--- config.mk ---
export PLATFORM = sky130hd
export DESIGN_NAME = rx_alarm_irq
export DESIGN_NICKNAME = d
export VERILOG_FILES = /design/src/rtl/rx_alarm_pkg.sv /design/src/rtl/rx_ferf_detect.sv /design/src/rtl/rx_cos_detect.sv /design/src/rtl/rx_irq_status.sv /design/src/rtl/rx_alarm_irq.sv
export SDC_FILE = /design/constraint.sdc
export NUM_CORES = 1
export LEC_CHECK = 0
export ABC_AREA = 0
export CAP_MARGIN = 20
export CORE_MARGIN = 2
export CORE_UTILIZATION = 46
export CTS_BUF_LIST = sky130_fd_sc_hd__clkbuf_2 sky130_fd_sc_hd__clkbuf_4 sky130_fd_sc_hd__clkbuf_8
export DETAILED_ROUTE_END_ITERATION = 6
export PLACE_DENSITY = 0.8
export SYNTH_ARGS = -nofsm -noshare
export SYNTH_HDL_FRONTEND = slang
export SYNTH_HIERARCHICAL = 1
export SYNTH_SLANG_ARGS = --single-unit
export TNS_END_PERCENT = 10
--- constraint.sdc ---
create_clock -name clk_i -period 3.4 [get_ports clk_i]
set_input_delay 1.02 -clock clk_i [delete_from_list [all_inputs] [get_ports clk_i]]
set_output_delay 1.02 -clock clk_i [all_outputs]
set_load 0.05 [all_outputs]
--- src/rtl/rx_alarm_pkg.sv ---
package rx_alarm_pkg;
  localparam int STAT_W = 8;
  // status / enable bit positions
  localparam int B_PERR  = 0;
  localparam int B_OOF   = 1;
  localparam int B_AIC   = 2;
  localparam int B_FERF  = 3;
  localparam int B_IDLE  = 4;
  localparam int B_AIS   = 5;
  localparam int B_LOS   = 6;
  localparam int B_CPERR = 7;
  // live register positions
  localparam int L_OOF  = 4;
  localparam int L_IDLE = 5;
  localparam int L_LOS  = 6;
  localparam int L_AIS  = 7;
  localparam logic [STAT_W-1:0] LEVEL_MASK =
    STAT_W'((1 << B_OOF) | (1 << B_AIC) | (1 << B_FERF) |
            (1 << B_IDLE) | (1 << B_AIS) | (1 << B_LOS));
endpackage

--- src/rtl/rx_ferf_detect.sv ---
module rx_ferf_detect (
  input  logic       clk_i,
  input  logic       rst_ni,
  input  logic       frame_strobe_i,
  input  logic       in_frame_i,
  input  logic [1:0] xbits_i,
  output logic       ferf_o
);
  logic ferf_q;
  logic upd;

  assign upd = frame_strobe_i && in_frame_i;

  always_ff @(posedge clk_i or negedge rst_ni) begin
    if (!rst_ni)  ferf_q <= 1'b0;
    else if (upd) ferf_q <= (xbits_i == 2'b00);
  end

  assign ferf_o = ferf_q;

  AST_FERF_SET: assert property (@(posedge clk_i) disable iff (!rst_ni)
    (upd && xbits_i == 2'b00) |=> ferf_o);
  AST_FERF_CLR: assert property (@(posedge clk_i) disable iff (!rst_ni)
    (upd && xbits_i != 2'b00) |=> !ferf_o);
  AST_FERF_HOLD: assert property (@(posedge clk_i) disable iff (!rst_ni)
    !upd |=> $stable(ferf_o));
endmodule

--- src/rtl/rx_cos_detect.sv ---
module rx_cos_detect #(
  parameter int           W          = 8,
  parameter logic [W-1:0] LEVEL_MASK = '0
) (
  input  logic         clk_i,
  input  logic         rst_ni,
  input  logic [W-1:0] src_i,
  output logic [W-1:0] event_o
);
  for (genvar i = 0; i < W; i++) begin : g_src
    if (LEVEL_MASK[i]) begin : g_level
      logic prev_q;
      always_ff @(posedge clk_i or negedge rst_ni) begin
        if (!rst_ni) prev_q <= 1'b0;
        else         prev_q <= src_i[i];
      end
      assign event_o[i] = src_i[i] ^ prev_q;
    end else begin : g_pulse
      assign event_o[i] = src_i[i];
    end
  end
endmodule

--- src/rtl/rx_irq_status.sv ---
module rx_irq_status #(
  parameter int W = 8
) (
  input  logic         clk_i,
  input  logic         rst_ni,
  input  logic [W-1:0] event_i,
  input  logic         clr_i,
  input  logic         en_wr_i,
  input  logic [W-1:0] en_wdata_i,
  output logic [W-1:0] status_o,
  output logic [W-1:0] en_o,
  output logic         irq_o
);
  logic [W-1:0] status_q, en_q, set_v;

  assign set_v = event_i & en_q;

  always_ff @(posedge clk_i or negedge rst_ni) begin
    if (!rst_ni) begin
      status_q <= '0;
      en_q     <= '0;
    end else begin
      // set wins over read clear
      status_q <= (clr_i ? '0 : status_q) | set_v;
      if (en_wr_i) en_q <= en_wdata_i;
    end
  end

  assign status_o = status_q;
  assign en_o     = en_q;
  assign irq_o    = |(status_q & en_q);

  AST_EVENT_KEPT: assert property (@(posedge clk_i) disable iff (!rst_ni)
    (|set_v) |=> ((status_q & $past(set_v)) == $past(set_v)));
  AST_READ_CLEARS: assert property (@(posedge clk_i) disable iff (!rst_ni)
    (clr_i && set_v == '0) |=> (status_q == '0));
  AST_MASKED_QUIET: assert property (@(posedge clk_i) disable iff (!rst_ni)
    (status_q == '0 && en_q == '0) |=> (status_q == '0));
endmodule

--- src/rtl/rx_alarm_irq.sv ---
module rx_alarm_irq
  import rx_alarm_pkg::*;
#(
  parameter int               ADDR_W    = 8,
  parameter logic [ADDR_W-1:0] ADDR_LIVE = 8'h10,
  parameter logic [ADDR_W-1:0] ADDR_EN   = 8'h12,
  parameter logic [ADDR_W-1:0] ADDR_STAT = 8'h13
) (
  input  logic              clk_i,
  input  logic              rst_ni,
  input  logic              frame_strobe_i,
  input  logic [1:0]        xbits_i,
  input  logic              los_i,
  input  logic              ais_i,
  input  logic              idle_i,
  input  logic              oof_i,
  input  logic              aic_i,
  input  logic              pbit_err_i,
  input  logic              cpbit_err_i,
  input  logic [ADDR_W-1:0] reg_addr_i,
  input  logic              reg_wr_i,
  input  logic              reg_rd_i,
  input  logic [STAT_W-1:0] reg_wdata_i,
  output logic [STAT_W-1:0] reg_rdata_o,
  output logic              irq_o
);
  logic              ferf;
  logic [STAT_W-1:0] src_v, event_v, status_v, en_v, live_v;
  logic              stat_clr, en_wr;

  rx_ferf_detect u_ferf (
    .clk_i          (clk_i),
    .rst_ni         (rst_ni),
    .frame_strobe_i (frame_strobe_i),
    .in_frame_i     (!oof_i),
    .xbits_i        (xbits_i),
    .ferf_o         (ferf)
  );

  always_comb begin
    src_v          = '0;
    src_v[B_PERR]  = pbit_err_i;
    src_v[B_OOF]   = oof_i;
    src_v[B_AIC]   = aic_i;
    src_v[B_FERF]  = ferf;
    src_v[B_IDLE]  = idle_i;
    src_v[B_AIS]   = ais_i;
    src_v[B_LOS]   = los_i;
    src_v[B_CPERR] = cpbit_err_i;
  end

  rx_cos_detect #(.W(STAT_W), .LEVEL_MASK(LEVEL_MASK)) u_cos (
    .clk_i   (clk_i),
    .rst_ni  (rst_ni),
    .src_i   (src_v),
    .event_o (event_v)
  );

  assign stat_clr = reg_rd_i && (reg_addr_i == ADDR_STAT);
  assign en_wr    = reg_wr_i && (reg_addr_i == ADDR_EN);

  rx_irq_status #(.W(STAT_W)) u_stat (
    .clk_i      (clk_i),
    .rst_ni     (rst_ni),
    .event_i    (event_v),
    .clr_i      (stat_clr),
    .en_wr_i    (en_wr),
    .en_wdata_i (reg_wdata_i),
    .status_o   (status_v),
    .en_o       (en_v),
    .irq_o      (irq_o)
  );

  always_comb begin
    live_v         = '0;
    live_v[L_AIS]  = ais_i;
    live_v[L_LOS]  = los_i;
    live_v[L_IDLE] = idle_i;
    live_v[L_OOF]  = oof_i;
  end

  always_comb begin
    if (reg_addr_i == ADDR_LIVE)      reg_rdata_o = live_v;
    else if (reg_addr_i == ADDR_EN)   reg_rdata_o = en_v;
    else if (reg_addr_i == ADDR_STAT) reg_rdata_o = status_v;
    else                              reg_rdata_o = '0;
  end

  AST_LOS_BOTH_EDGES: assert property (@(posedge clk_i) disable iff (!rst_ni)
    (en_v[B_LOS] && los_i != $past(los_i)) |=> status_v[B_LOS]);
  AST_PBIT_EACH: assert property (@(posedge clk_i) disable iff (!rst_ni)
    (en_v[B_PERR] && pbit_err_i) |=> status_v[B_PERR]);
endmodule

==> run metrics, run 1 <==
placed inst area=0.00170 sq mm; Worst-path clk slew=0.12 ns; Distinct cells, synth=19; Syn Std Cell Area=0.00116 sq mm; largest net degree at the start of global routing=24; overall routing resource usage=0.198; global-route wire length before repair=4130 microns; busiest grt layer=met2; Yosys reg bits=23; FILL cells=174; Max Cap Viol=0; share of layout cells above drive strength 1=0.283; fin crit period=3.57 ns; Setup WS post-layout=-0.170 ns; vias in the first global route=909; starting density of the core=0.475; synth warn=6; register area share after synthesis=0.498; Peak VDD IR=0.000291 V; R2R Setup Slk=2.56 ns; Post-synth ARST share=1.00; Max Slew Vio Count=0; routing usage on met2=0.329; Layout Nets=183; status=complete, but fails checks; # IOs=39; core region area=0.00243 sq mm; RSZ-0062 raised after global routing=yes; Mean Syn Cell Area=10.9 sq um; worst-margin pin slew=0.490 ns; die extent in y=54.1 microns; root buffer cell=clkbuf_4; Post-Syn Instances=106; Max Clock Freq=280 MHz; area leader, netlist=dfrtp_1; Slew headroom=0.672; final non-filler cell total=182; Area growth syn-to-layout=53.0%; overall power=546 uW; Static Leak=0.000815 uW; Most used DFF post-synth=dfrtp_1; vias per cell=4.86; routing usage on met1=0.273; Final Skew=0.00210 ns; post-route cell area=0.00177 sq mm; routed vias=885; Post-Syn Nets=136; drt drc=0; top-area cell type share of the netlist area=0.498; Worst Setup Start Kind=input port; initial antenna violation count=0; most common cell in the synthesized netlist=dfrtp_1; Detail Placement HPWL=1940 microns; final setup vio count=4; H-tree levels=1; clock latency on the worst-skew pair=0.30 ns; clk sinks=23; Worst Path Max Fanout=6; pwr/cell area=309 mW/mm^2; top post-synthesis cells by area=dfrtp_1 50%, mux2_4 12%, mux2i_1 6.9%; Commonest cells post-synth=23 x dfrtp_1, 12 x o21ai_0, 10 x nand2_1; # hold bufs at CTS=0; crit share post-route=1.05; die footprint=0.00293 sq mm; Routability Congestion=0.785; drt initial violations=11; chip width=54.1 microns; CTS Buffer Depth=2; row count=18; CTS tree=yes; Critical Path Sink Type=output pin; Crit Path Category=in -> out; Req. time, crit path=2.38 ns; Post-synth EDFFs=0; grt met3 use=0.0333; dpl ws=-0.506 ns; drt pass-1 iters=4; failing checks=setup timing; Post-DRT Antenna Nets=0; Fin. Hold Viols=0; CTS buffer count=3; dpl cells=176; Min-Delay Path Class=reg -> reg; final WL=2490 microns; ant diodes=0; # port buffers=38; mean routed wirelength per cell=13.7 microns; Worst Path Arrival=2.55 ns; GRT overflow=0
==> stage by stage <==
stage | setup TNS [ns] | hold slack (ns) | util
floorplan | -0.293 | 0.392 | -
global placement | -3.38 | 0.418 | 0.701
detailed placement | -3.81 | 0.443 | 0.701
CTS | -0.907 | 0.470 | 0.721
global route | -0.767 | 0.505 | 0.727
finish | -0.671 | 0.469 | 0.727
==> sequential cells by signal, indices dropped and copies added, names as in the netlist <==
| name | flops |
|---|---|
| u_stat/en_o | 8 |
| u_cos/g_src.g_level.prev_q | 6 |
| u_stat/status_o | 8 |
| u_ferf/ferf_o | 1 |
==> timing repair <==
action	4_1_cts	5_1_grt
pin swaps	3	3
resized for setup	18	3
setup buffers	2	0
cloned	0	0
endpoints found under the setup margin	8	8
==> path summary, 6_finish.rpt <==
| path | from | endpoint | depth (start not counted) |
|---|---|---|---|
| hold reg to reg | u_ferf/ferf_o | u_cos/g_src[3].g_level.prev_q | 0 |
| hold / removal | u_ferf/ferf_o | u_cos/g_src[3].g_level.prev_q | 0 |
| min in group asynchronous | rst_ni | u_stat/en_o[4] | 2 |
| max in group asynchronous | rst_ni | u_stat/status_o[6] | 2 |
| setup / recovery | reg_addr_i[5] | reg_rdata_o[3] | 6 |
| setup reg to reg | u_ferf/ferf_o | u_stat/status_o[3] | 3 |
==> cell type report <==
cell class,count,area [sq um],share of cell area
Timing Repair Buffer,48,539,0.305
Clock inverter,1,5.00,0.00283
Tap cell,30,37.5,0.0212
Multi-Input combinational cell,68,556,0.314
Clock buffer,3,22.5,0.0127
Sequential cell,23,576,0.325
Inverter,9,33.8,0.0191
==> worst max-delay path, stage by stage <==
cell and delay (ns):
buf_6 0.09, or4b_4 0.53, or4b_4 0.51, buf_8 0.16
nor2_4 0.10, buf_12 0.14
==> placed cells by master (no fill, tap or decap) <==
cell | Yosys | final
clkdlybuf4s50_1 | 0 | 26
dfrtp_1 | 23 | 23
o21ai_0 | 12 | 12
nand2_1 | 10 | 10
inv_1 | 9 | 9
mux2_4 | 9 | 9
mux2i_1 | 8 | 8
buf_12 | 0 | 8
buf_4 | 2 | 8
xor2_1 | 6 | 6
nor2_4 | 0 | 4
nand3_1 | 4 | 4
and2_1 | 4 | 4
a22oi_1 | 4 | 4
clkbuf_4 | 0 | 3
buf_6 | 1 | 3
or4b_4 | 0 | 2
nor2_1 | 6 | 2
buf_2 | 2 | 2
nor3_4 | 0 | 1
nor3b_2 | 1 | 1
clkinv_2 | 0 | 1
buf_8 | 0 | 1
nand4_1 | 1 | 1
==> power by group <==
group          internal, uW  leakage (uW)  switching, uW
Sequential              292      0.000268           15.6
Combinational          65.7      0.000529           51.6
Clock                  43.8     0.0000177           77.7
==> kinds of logic after synthesis <==
group,after synthesis,synth area share
and+or+nand+nor,29,0.129
xor gates and xnor gates,6,0.0455
muxes,17,0.186
AOI/OAI and AO/OA,16,0.0779
buffers and inverters,15,0.0638
DFF,23,0.498
==> metal layers <==
metal,share of wire,vias to the layer above
met5,0,-
met4,0,0
met3,0.075,0
met2,0.47,33
met1,0.45,408
li1,-,444
No activity file was read; power rests on OpenSTA's default activity.
==> run 2: changes to the inputs <==
Settings changed: CAP_MARGIN 20 to unset.
==> results of run 2 <==
The final DEF is identical to that of run 1; final timing and power are the same.
